==> src/rtl/dual_alarm_pkg.sv <==
package dual_alarm_pkg;
  localparam int NFIELD   = 6;
  localparam int FW       = 8;
  localparam int AW       = 8;
  localparam int DW       = 32;
  localparam int NSET     = 2;
  localparam logic [AW-1:0] A1_BASE  = 8'h20;
  localparam logic [AW-1:0] A2_BASE  = 8'h80;
  localparam logic [AW-1:0] OFF_STAT = 8'h44;
  localparam logic [AW-1:0] OFF_IE   = 8'h48;
  localparam logic [AW-1:0] OFF_WAKE = 8'h7C;
  localparam logic [AW-1:0] OFF_PWR  = 8'h98;
  localparam int B_TMR  = 2;
  localparam int B_A1   = 6;
  localparam int B_A2   = 7;
  localparam int IE_TMR = 2;
  localparam int IE_A1  = 3;
  localparam int IE_A2  = 4;
  localparam int WK_A1  = 1;
  localparam int PC_EN  = 16;

  typedef struct packed {
    logic          we;
    logic          word;
    logic [AW-1:0] addr;
    logic [DW-1:0] wdata;
  } bus_wr_t;
endpackage

==> src/rtl/alarm_set.sv <==
module alarm_set
  import dual_alarm_pkg::*;
#(
  parameter int NF = NFIELD,
  parameter int W  = FW,
  parameter logic [AW-1:0] BASE = 8'h20
) (
  input  logic            clk_i,
  input  logic            rst_i,
  input  bus_wr_t         wr_i,
  input  logic [AW-1:0]   rd_addr_i,
  input  logic            tick_i,
  input  logic [NF*W-1:0] now_i,
  output logic            hit_o,
  output logic            rd_sel_o,
  output logic [W-1:0]    rd_val_o
);
  localparam int STRIDE = 4;

  logic [W-1:0] fld_q [NF];
  logic [NF-1:0] eq;
  logic [NF-1:0] rsel;

  for (genvar i = 0; i < NF; i++) begin : g_fld
    localparam logic [AW-1:0] OFS = BASE + AW'(i * STRIDE);
    always_ff @(posedge clk_i) begin
      if (rst_i) fld_q[i] <= '0;
      else if (wr_i.we && wr_i.addr == OFS) fld_q[i] <= wr_i.wdata[W-1:0];
    end
    assign eq[i]   = (fld_q[i] == now_i[i*W +: W]);
    assign rsel[i] = (rd_addr_i == OFS);
  end

  assign hit_o    = tick_i && (&eq);
  assign rd_sel_o = |rsel;

  always_comb begin
    rd_val_o = '0;
    for (int i = 0; i < NF; i++)
      if (rsel[i]) rd_val_o = fld_q[i];
  end
endmodule

==> src/rtl/irq_ctrl.sv <==
module irq_ctrl
  import dual_alarm_pkg::*;
(
  input  logic          clk_i,
  input  logic          rst_i,
  input  bus_wr_t       wr_i,
  input  logic          tick_i,
  input  logic          hit1_i,
  input  logic          hit2_i,
  output logic [7:0]    stat_o,
  output logic [4:0]    ie_o,
  output logic [1:0]    wk_o,
  output logic          irq_timer_o,
  output logic          irq_alarm_o,
  output logic          wake_o
);
  logic [7:0] stat_q;
  logic [4:0] ie_q;
  logic [1:0] wk_q;
  logic       clr_hit;

  assign clr_hit = wr_i.we && wr_i.addr == OFF_STAT;

  always_ff @(posedge clk_i) begin
    if (rst_i) stat_q <= '0;
    else begin
      if (clr_hit) begin
        if (wr_i.wdata[B_TMR]) stat_q[B_TMR] <= 1'b0;
        if (wr_i.wdata[B_A1])  stat_q[B_A1]  <= 1'b0;
        if (wr_i.wdata[B_A2])  stat_q[B_A2]  <= 1'b0;
      end
      if (tick_i) stat_q[B_TMR] <= 1'b1;
      if (hit1_i) stat_q[B_A1]  <= 1'b1;
      if (hit2_i) stat_q[B_A2]  <= 1'b1;
    end
  end

  always_ff @(posedge clk_i) begin
    if (rst_i) ie_q <= '0;
    else if (wr_i.we && wr_i.addr == OFF_IE) begin
      ie_q[3:0] <= wr_i.wdata[3:0] & 4'b1100;
      if (wr_i.word) ie_q[IE_A2] <= wr_i.wdata[IE_A2];
    end
  end

  always_ff @(posedge clk_i) begin
    if (rst_i) wk_q <= '0;
    else if (wr_i.we && wr_i.addr == OFF_WAKE) wk_q <= wr_i.wdata[1:0] & 2'b10;
  end

  always_ff @(posedge clk_i) begin
    if (rst_i) begin
      irq_timer_o <= 1'b0;
      irq_alarm_o <= 1'b0;
      wake_o      <= 1'b0;
    end else begin
      irq_timer_o <= stat_q[B_TMR] & ie_q[IE_TMR];
      irq_alarm_o <= (stat_q[B_A1] & ie_q[IE_A1]) | (stat_q[B_A2] & ie_q[IE_A2]);
      wake_o      <= stat_q[B_A1] & wk_q[WK_A1];
    end
  end

  assign stat_o = stat_q & 8'hC4;
  assign ie_o   = ie_q;
  assign wk_o   = wk_q;

  // a match recorded by the compare logic must show in status
  a_r1_hit_sets_status: assert property (@(posedge clk_i) disable iff (rst_i)
    hit1_i |=> stat_q[B_A1]);
  // flag stays set unless a clearing write arrives
  a_r2_flag_sticky: assert property (@(posedge clk_i) disable iff (rst_i)
    (stat_q[B_A1] && !clr_hit) |=> stat_q[B_A1]);
  // wake only when wake enable was set
  a_r6_wake_gated: assert property (@(posedge clk_i) disable iff (rst_i)
    wake_o |-> $past(wk_q[WK_A1]));
endmodule

==> src/rtl/power_latch.sv <==
module power_latch
  import dual_alarm_pkg::*;
(
  input  logic    clk_i,
  input  logic    rst_i,
  input  bus_wr_t wr_i,
  input  logic    hit2_i,
  output logic    ctl_o,
  output logic    pwr_en_o
);
  logic ctl_q;
  logic off_q;

  always_ff @(posedge clk_i) begin
    if (rst_i) ctl_q <= 1'b0;
    else if (wr_i.we && wr_i.word && wr_i.addr == OFF_PWR) ctl_q <= wr_i.wdata[PC_EN];
  end

  always_ff @(posedge clk_i) begin
    if (rst_i) off_q <= 1'b0;
    else if (hit2_i && ctl_q) off_q <= 1'b1;
  end

  always_ff @(posedge clk_i) begin
    if (rst_i) pwr_en_o <= 1'b1;
    else pwr_en_o <= ~off_q;
  end

  assign ctl_o = ctl_q;

  // once off, stays off until reset
  a_r8_off_sticky: assert property (@(posedge clk_i) disable iff (rst_i)
    !pwr_en_o |=> !pwr_en_o);
endmodule

==> src/rtl/dual_alarm_top.sv <==
module dual_alarm_top
  import dual_alarm_pkg::*;
(
  input  logic          clk_i,
  input  logic          rst_i,
  input  logic          tick_i,
  input  logic [7:0]    sec_i,
  input  logic [7:0]    min_i,
  input  logic [7:0]    hour_i,
  input  logic [7:0]    day_i,
  input  logic [7:0]    mon_i,
  input  logic [7:0]    year_i,
  input  logic [7:0]    bus_addr_i,
  input  logic          bus_we_i,
  input  logic          bus_word_i,
  input  logic [31:0]   bus_wdata_i,
  output logic [31:0]   bus_rdata_o,
  output logic          irq_timer_o,
  output logic          irq_alarm_o,
  output logic          wake_o,
  output logic          pwr_en_o
);
  bus_wr_t wr;
  logic [NFIELD*FW-1:0] now;
  logic [NSET-1:0]      hit;
  logic [NSET-1:0]      rsel;
  logic [FW-1:0]        rval [NSET];
  logic [7:0]           stat;
  logic [4:0]           ie;
  logic [1:0]           wk;
  logic                 ctl;
  logic [DW-1:0]        rd_d;

  assign wr  = '{we: bus_we_i, word: bus_word_i, addr: bus_addr_i, wdata: bus_wdata_i};
  assign now = {year_i, mon_i, day_i, hour_i, min_i, sec_i};

  for (genvar s = 0; s < NSET; s++) begin : g_set
    localparam logic [AW-1:0] SB = (s == 0) ? A1_BASE : A2_BASE;
    alarm_set #(.NF(NFIELD), .W(FW), .BASE(SB)) u_set (
      .clk_i(clk_i), .rst_i(rst_i), .wr_i(wr), .rd_addr_i(bus_addr_i),
      .tick_i(tick_i), .now_i(now), .hit_o(hit[s]),
      .rd_sel_o(rsel[s]), .rd_val_o(rval[s]));
  end

  irq_ctrl u_irq (
    .clk_i(clk_i), .rst_i(rst_i), .wr_i(wr), .tick_i(tick_i),
    .hit1_i(hit[0]), .hit2_i(hit[1]), .stat_o(stat), .ie_o(ie), .wk_o(wk),
    .irq_timer_o(irq_timer_o), .irq_alarm_o(irq_alarm_o), .wake_o(wake_o));

  power_latch u_pwr (
    .clk_i(clk_i), .rst_i(rst_i), .wr_i(wr), .hit2_i(hit[1]),
    .ctl_o(ctl), .pwr_en_o(pwr_en_o));

  always_comb begin
    rd_d = '0;
    if (rsel[0]) rd_d[FW-1:0] = rval[0];
    else if (rsel[1]) rd_d[FW-1:0] = rval[1];
    else begin
      case (bus_addr_i)
        OFF_STAT: rd_d[7:0]   = stat;
        OFF_IE:   rd_d[4:0]   = ie;
        OFF_WAKE: rd_d[1:0]   = wk;
        OFF_PWR:  rd_d[PC_EN] = ctl;
        default:  rd_d        = '0;
      endcase
    end
  end

  always_ff @(posedge clk_i) begin
    if (rst_i) bus_rdata_o <= '0;
    else bus_rdata_o <= rd_d;
  end

  // alarm interrupt requires an enabled source in the prior cycle
  a_r4_alarm_enabled: assert property (@(posedge clk_i) disable iff (rst_i)
    irq_alarm_o |-> $past(ie[IE_A1] | ie[IE_A2]));
  // power pin falls only when control enable was set
  a_r7_off_needs_ctl: assert property (@(posedge clk_i) disable iff (rst_i)
    $fell(pwr_en_o) |-> $past(ctl, 2));
  // no alarm flag rises without a strobe
  a_r10_tick_only: assert property (@(posedge clk_i) disable iff (rst_i)
    $rose(stat[B_A1]) |-> $past(tick_i));
endmodule

==> config.mk <==
export PLATFORM = sky130hd
export DESIGN_NAME = dual_alarm_top
export DESIGN_NICKNAME = d
export VERILOG_FILES = /design/src/rtl/dual_alarm_pkg.sv /design/src/rtl/alarm_set.sv /design/src/rtl/irq_ctrl.sv /design/src/rtl/power_latch.sv /design/src/rtl/dual_alarm_top.sv
export SDC_FILE = /design/constraint.sdc
export NUM_CORES = 1
export LEC_CHECK = 0
export ABC_AREA = 1
export ABC_CLOCK_PERIOD_IN_PS = 2200
export BUFFER_PORTS_ARGS = -buffer_cell sky130_fd_sc_hd__buf_2
export CAP_MARGIN = 20
export CORE_ASPECT_RATIO = 0.7
export CORE_MARGIN = 2
export CORE_UTILIZATION = 54
export DETAILED_ROUTE_END_ITERATION = 10
export HOLD_SLACK_MARGIN = 0.15
export PLACE_DENSITY = 0.89
export SLEW_MARGIN = 10
export SYNTH_ARGS = -nofsm -noshare
export SYNTH_HDL_FRONTEND = slang
export SYNTH_SLANG_ARGS = --single-unit
==> constraint.sdc <==
create_clock -name clk_i -period 2.2 [get_ports clk_i]
set_input_delay 0.44 -clock clk_i [delete_from_list [all_inputs] [get_ports clk_i]]
set_output_delay 0.44 -clock clk_i [all_outputs]
set_load 0.02 [all_outputs]
==> results of run 1 <==
cells in the final DEF (no fill, tap or decap), types with 13 or more instances in the layout:
master,Yosys,final
nand4_1,14,14
nor2_1,205,205
inv_1,113,113
inv_2,16,16
buf_4,23,34
dfxtp_1,22,22
nand3_1,41,41
nand2_1,236,236
clkbuf_16,0,18
xnor2_1,13,13
o21ai_0,79,79
a21oi_1,15,15
buf_2,2,82
conb_1,1,23
edfxtp_1,96,96
routing by layer:
layer	up-vias	routed length, um
met5	-	0
met4	0	1003
met3	73	4689
met2	613	10630
met1	3233	11010
li1	3216	-
sequential cells by signal, indices dropped and copies added (netlist names), 3 cells and up:
| signal | cells |
|---|---|
| g_set.u_set.fld_q | 96 |
| bus_rdata_o | 9 |
| u_irq.ie_o | 3 |
| u_irq.stat_q | 3 |
worst paths after layout:
check | end | slack [ns] | from | cells after the start
setup reg to reg | u_irq.stat_q[6] | 0.40 | g_set[0].u_set.fld_q[0][6] | 7
hold reg to reg | u_pwr.pwr_en_o | 0.39 | u_pwr.off_q | 1
setup / recovery | u_irq.stat_q[6] | 0.40 | g_set[0].u_set.fld_q[0][6] | 7
hold / removal | u_irq.ie_o[2] | 0.30 | bus_wdata_i[2] | 3
per-stage QoR:
step / area (um2) / total power, uW / cells / setup WS (ns) / util
detailed placement: 7777 / 3279 / 1211 / 0.1963 / 0.5980
global placement: 7777 / 3268 / 1211 / 0.1856 / 0.5980
CTS: 8341 / 5913 / 1243 / 0.5327 / 0.6413
floorplan: 7197 / 2987 / 971 / 0.2258 / -
global route: 8341 / 6115 / 1243 / 0.3683 / 0.6413
finish: 8341 / 5967 / 1243 / 0.4039 / 0.6413
critical path, stage by stage (launching register included):
cell and delay, ns:
edfxtp_1 0.44, xnor2_1 0.40, nand2_1 0.09, nor2_1 0.28, nand3_1 0.13, nor2_1 0.12, nand2_1 0.11, a21oi_1 0.14
final cells by class:
cell class | count | area share
clock buffer | 19 | 0.05446
tap | 166 | 0.02490
multi-input combinational | 681 | 0.3708
inverter | 130 | 0.05851
timing repair buffer | 116 | 0.07981
clock inverter | 13 | 0.01305
sequential | 118 | 0.3984
power breakdown:
part	switching (uW)	total, uW	leakage (uW)	internal [uW]
Combinational	482	674	0.00254	192
Clock	1150	2690	0.000278	1540
Sequential	95.1	2600	0.00109	2510
Total	1730	5970	0.00390	4240
cell usage after synthesis, types with 2 or more instances:
| cell | instances | area (um2) |
|---|---|---|
| nand2_1 | 236 | 885.9 |
| nor2_1 | 205 | 769.5 |
| inv_1 | 113 | 424.2 |
| edfxtp_1 | 96 | 2883 |
| o21ai_0 | 79 | 395.4 |
| nand3_1 | 41 | 205.2 |
| buf_4 | 23 | 172.7 |
| dfxtp_1 | 22 | 440.4 |
| inv_2 | 16 | 60.06 |
| a21oi_1 | 15 | 75.07 |
| nand4_1 | 14 | 87.58 |
| xnor2_1 | 13 | 113.9 |
| clkbuf_1 | 12 | 45.04 |
| nand3_2 | 12 | 120.1 |
| nor2_4 | 7 | 78.83 |
| nand2_2 | 6 | 37.54 |
| o22ai_1 | 6 | 37.54 |
| o21ai_1 | 5 | 25.02 |
| buf_6 | 4 | 45.04 |
| nand2_4 | 3 | 33.78 |
| xor2_1 | 3 | 26.28 |
| buf_2 | 2 | 10.01 |
| nand4_2 | 2 | 25.02 |
| nor2_2 | 2 | 12.51 |
| or2_2 | 2 | 12.51 |
kinds of logic (layout without fill, tap and decap cells):
| family | count (synthesis) | after routing |
|---|---|---|
| flip-flops | 118 | 118 |
| other | 1 | 23 |
| AND/OR/NAND/NOR | 534 | 534 |
| buffers and inverters | 172 | 278 |
| AO/OA/AOI/OAI | 108 | 108 |
| XOR/XNOR | 16 | 16 |
==> flow_summary.toml, run 1 <==
[final_layout]
diodes = 0
layout-drive-gt1-share = 0.1838
multi_input_area_um2 = 3093
nNetsFinal = 1157
syn_to_final_growth_pct = 17.24
fill_cells = 1136
register_area_um2 = 3323

[clock_tree]
cts_resized = 0
cts_tree = "yes"
clock_sinks = 118
clockBufferDepth = 2
cts_buffers = 17
clk_pin_slew_ns = 0.06
hold_buffers = 0
ctsRootBufferMaster = "clkbuf_16"
clock_latency_ns = 0.42
htreeDepth = 4
post_cts.repair.setup_buffers = 0

[floorplanning]
die_w_um = 141.2
rows = 35
die_area_um2 = 14120
core-area_um2 = 13010
initial_core_util = 0.5470
die_y_um = 100.0
ios = 129

[global_routing]
grt.met3_usage = 0.1741
grt_pass1_wl_mm = 39.53
gr-total-overflow = 0
met2_usage = 0.5306
gr-usage-met1 = 0.5666
grt_max_degree = 27
track_usage = 0.3967
antenna_found_initial = 0
grt_busiest_layer = "met1"
grt_pass1_vias = 6450

[timing]
setup_viol = 0
min_period_over_period = 0.8164
rsz0062_at_grt = "false"
drv_slew = 0
worst_pin_slew_ns = 0.7880
fmax_mhz = 556.8
fin_worst_skew_ns = 0.006725
finalHoldViolCount = 0
relSlewSlack = 0.4741
whs_ns = 0.3045
finalCriticalPeriod_ns = 1.796
fin_tns_setup_ns = 0

[synthesis]
synth.avg_cell_area_um2 = 7.497
yosysWarnings = 0
yosys.cell_types.count = 35
synthSimpleGateAreaFrac = 0.3243
synth_top_family_by_area = "simple AND/OR/NAND/NOR gates"
ys.flop_type = "edfxtp_1"
synth_fa_ha_area_frac = 0
ys_seq_area_frac = 0.4671
synth_compound_gate_area_share = 0.07861
muxShareOfSynthArea = 0
postSynth.asyncResetShare = 0
synth_area_um2 = 7114
syn_inst = 949
yosys.area_share.xor_xnor = 0.01970
ys_ff_latch = 118
synth_enable_flop_cells = 96

[worst_hold_path]
hold_path_class = "input pin to register"

[route]
dr.pass1.iters = 11
wirelength_mm = 27.33
drtIter0Drc = 840
ant_nets = 0
dr_total_vias = 7135
routedWlPerCell_um = 21.99
avgViaCountPerCell = 5.740
drc = 0

[critical_path]
worstPathArrival_ns = 2.15
end_kind = "register"
critPathMaxFanout = 2
critical_path_class = "register to register"
required_ns = 2.55
start_kind = "register"

[run_status]
status = "complete, no violations"

[pwr]
leakage_uw = 0.003904
ir_drop_uv = 547.5
power_density_nw_per_um2 = 715.4

[placement]
io_buffers = 82
gp_congestion = 1.039
dp_hpwl_mm = 20.95

[run]
max-cap-violations = 0
Power figures use the tool's default switching activity.
==> run 2, diff against run 1 <==
--- a/config.mk
+++ b/config.mk
@@ -6,7 +6,7 @@
 export NUM_CORES = 1
 export LEC_CHECK = 0
 export ABC_AREA = 1
-export ABC_CLOCK_PERIOD_IN_PS = 2200
+export ABC_CLOCK_PERIOD_IN_PS = 1800
 export BUFFER_PORTS_ARGS = -buffer_cell sky130_fd_sc_hd__buf_2
 export CAP_MARGIN = 20
 export CORE_ASPECT_RATIO = 0.7
==> constraint.sdc (replaced) <==
create_clock -name clk_i -period 1.8 [get_ports clk_i]
set_input_delay 0.36 -clock clk_i [delete_from_list [all_inputs] [get_ports clk_i]]
set_output_delay 0.36 -clock clk_i [all_outputs]
set_load 0.02 [all_outputs]
==> run 2 against run 1 <==
Register-to-register slack worse by 0.32 ns. Critical path depth stayed put. Clock power is 26% higher. Highest routed layer unchanged. Critical endpoint unchanged. Design area is 3.5% higher. Hold slack worse by 0.085 ns. Utilization is 2.3 points higher. Via count is 1.4% higher. Worst setup slack worse by 0.32 ns. Clock skew is 0.00084 ns higher. Global-route usage is 0.66 points lower. Total power is 25% higher.
==> flow_summary.toml, run 2 (synthesis results as in run 1) <==
[global_routing]
track_usage = 0.3901
grt_pass1_wl_mm = 39.25
grt_max_degree = 36
grt_pass1_vias = 6478
gr-total-overflow = 0
antenna_found_initial = 0

[final_layout]
final_common_cell = "nand2_1"
top_register = "g_set.u_set.fld_q"
layout-drive-gt1-share = 0.2047
diodes = 0
fin_area_um2 = 8635
finish.utilization = 0.6639
mostFrequentLayoutCells = "236 x nand2_1, 204 x nor2_1, 113 x inv_1"
instances_no_fill = 1270
largestRegisters = "g_set.u_set.fld_q x96, bus_rdata_o x9"
syn_to_final_growth_pct = 21.37
nNetsFinal = 1184
largest_reg_flops = 96

[route]
avgViaCountPerCell = 5.694
drc = 0
drtIter0Drc = 1160
dr_total_vias = 7232
routedWlPerCell_um = 21.19
dr.pass1.iters = 6
ant_nets = 0
wirelength_mm = 26.91

[timing]
finalHoldViolCount = 0
fmax_mhz = 583.0
setup_viol = 0
whs_ns = 0.2198
fin_worst_skew_ns = 0.007569
min_period_over_period = 0.9529
relSlewSlack = 0.6178
finalCriticalPeriod_ns = 1.715
rsz0062_at_grt = "false"
worst_pin_slew_ns = 0.5727
drv_slew = 0

[run]
max-cap-violations = 0

[pwr]
p_total_uw = 7432
power_density_nw_per_um2 = 860.7
combinationalPowerShare = 0.115
swShare = 0.2785
p_int_uw = 5362
seqPwrFrac = 0.429
clkPwrFrac = 0.455
leakage_uw = 0.004074
ir_drop_uv = 721.2
power.switching_uw = 2069

[critical_path]
required_ns = 2.16
worstPathArrival_ns = 2.07
critical_path_class = "register to register"
start_kind = "register"
critical_path.slowest_cell = "edfxtp_1"
slowest_delay_ns = 0.46
end_kind = "register"
cp_cell_sequence = "xnor2_1 -> nand2_1 -> nor2_1 -> nand3_1 -> nor2_1 -> nand2_1 -> a21oi_1"
critPathMaxFanout = 2

[placement]
place_area_um2 = 8035
dp_cells = 1237
io_buffers = 82
dp_hpwl_mm = 20.57
gp_congestion = 1.098

[floorplanning]
rows = 35
die_w_um = 141.2
core-area_um2 = 13010
ios = 129
initial_core_util = 0.5470
die_area_um2 = 14120
die_y_um = 100.0

[clock_tree]
clock_sinks = 118
clockBufferDepth = 2
hold_buffers = 0
clock_latency_ns = 0.43
cts_buffers = 17
cts_tree = "yes"
clk_pin_slew_ns = 0.06
ctsRootBufferMaster = "clkbuf_16"
htreeDepth = 4

[worst_hold_path]
hold_path_class = "input pin to register"

[run_status]
status = "complete, no violations"
==> run 2: changes by cell type in the layout (fill, tap and decap cells not counted), moves of 2 or more <==
cell / delta
clkinv_2: +2
buf_4: +22
clkbuf_16: +2
buf_12: +5
inv_6: -2
==> run 2: worst paths after layout <==
kind                                   start               to  slack (ns)  cells past startpoint
setup reg to reg  g_set[0].u_set.fld_q[0][6]  u_irq.stat_q[6]        0.08                      7
setup / recovery  g_set[0].u_set.fld_q[0][6]  u_irq.stat_q[6]        0.08                      7
hold reg to reg                  u_pwr.off_q   u_pwr.pwr_en_o        0.40                      1
hold / removal                bus_wdata_i[2]    u_irq.ie_o[2]        0.22                      3
==> run 2: metrics by stage <==
step / setup TNS [ns] / setup slack (ns)
after floorplan: -7.536 / -0.09420
after global placement: -0.4621 / -0.05550
after detailed placement: -1.942 / -0.06654
after CTS: 0 / 0.1447
after global routing: 0 / 0.03865
final: 0 / 0.08476
==> run 2: layout make-up <==
cell class / count / area [um2]
Sequential cell: 118 / 3323
Fill cell: 1139 / 4372
Inverter: 130 / 488.0
Tap cell: 166 / 207.7
Multi-Input combinational cell: 681 / 3095
Clock buffer: 21 / 504.2
Clock inverter: 11 / 85.08
Timing Repair Buffer: 143 / 930.9
==> run 2: what timing repair did <==
item,in CTS,in global routing
buffers inserted,0,1
setup endpoints to repair,0,2
gates resized for setup,0,2
==> run 2: per-layer routing <==
layer / wire [um] / global-route usage / vias to the layer above
met5: 0 / 0 / -
met4: 833 / 0.1192 / 0
met3: 4719 / 0.1336 / 88
met2: 10860 / 0.5489 / 637
met1: 10500 / 0.5685 / 3243
li1: - / - / 3264
==> run 2: worst max-delay path, delay by kind of cell, from the launching register on <==
| kind | cells | cell delay [ns] |
|---|---|---|
| simple gates | 5 | 0.67 |
| flops | 1 | 0.46 |
| compound gates | 1 | 0.12 |
| xor+xnor | 1 | 0.39 |
==> run 2: power by group through the flow <==
stage / Combinational (uW) / Clock, uW / Sequential [uW]
2_1_floorplan: 474 / 0 / 3180
3_3_place_gp: 796 / 0 / 3230
3_5_place_dp: 808 / 0 / 3230
4_1_cts: 816 / 3360 / 3180
5_1_grt: 914 / 3490 / 3200
6_report: 858 / 3380 / 3190
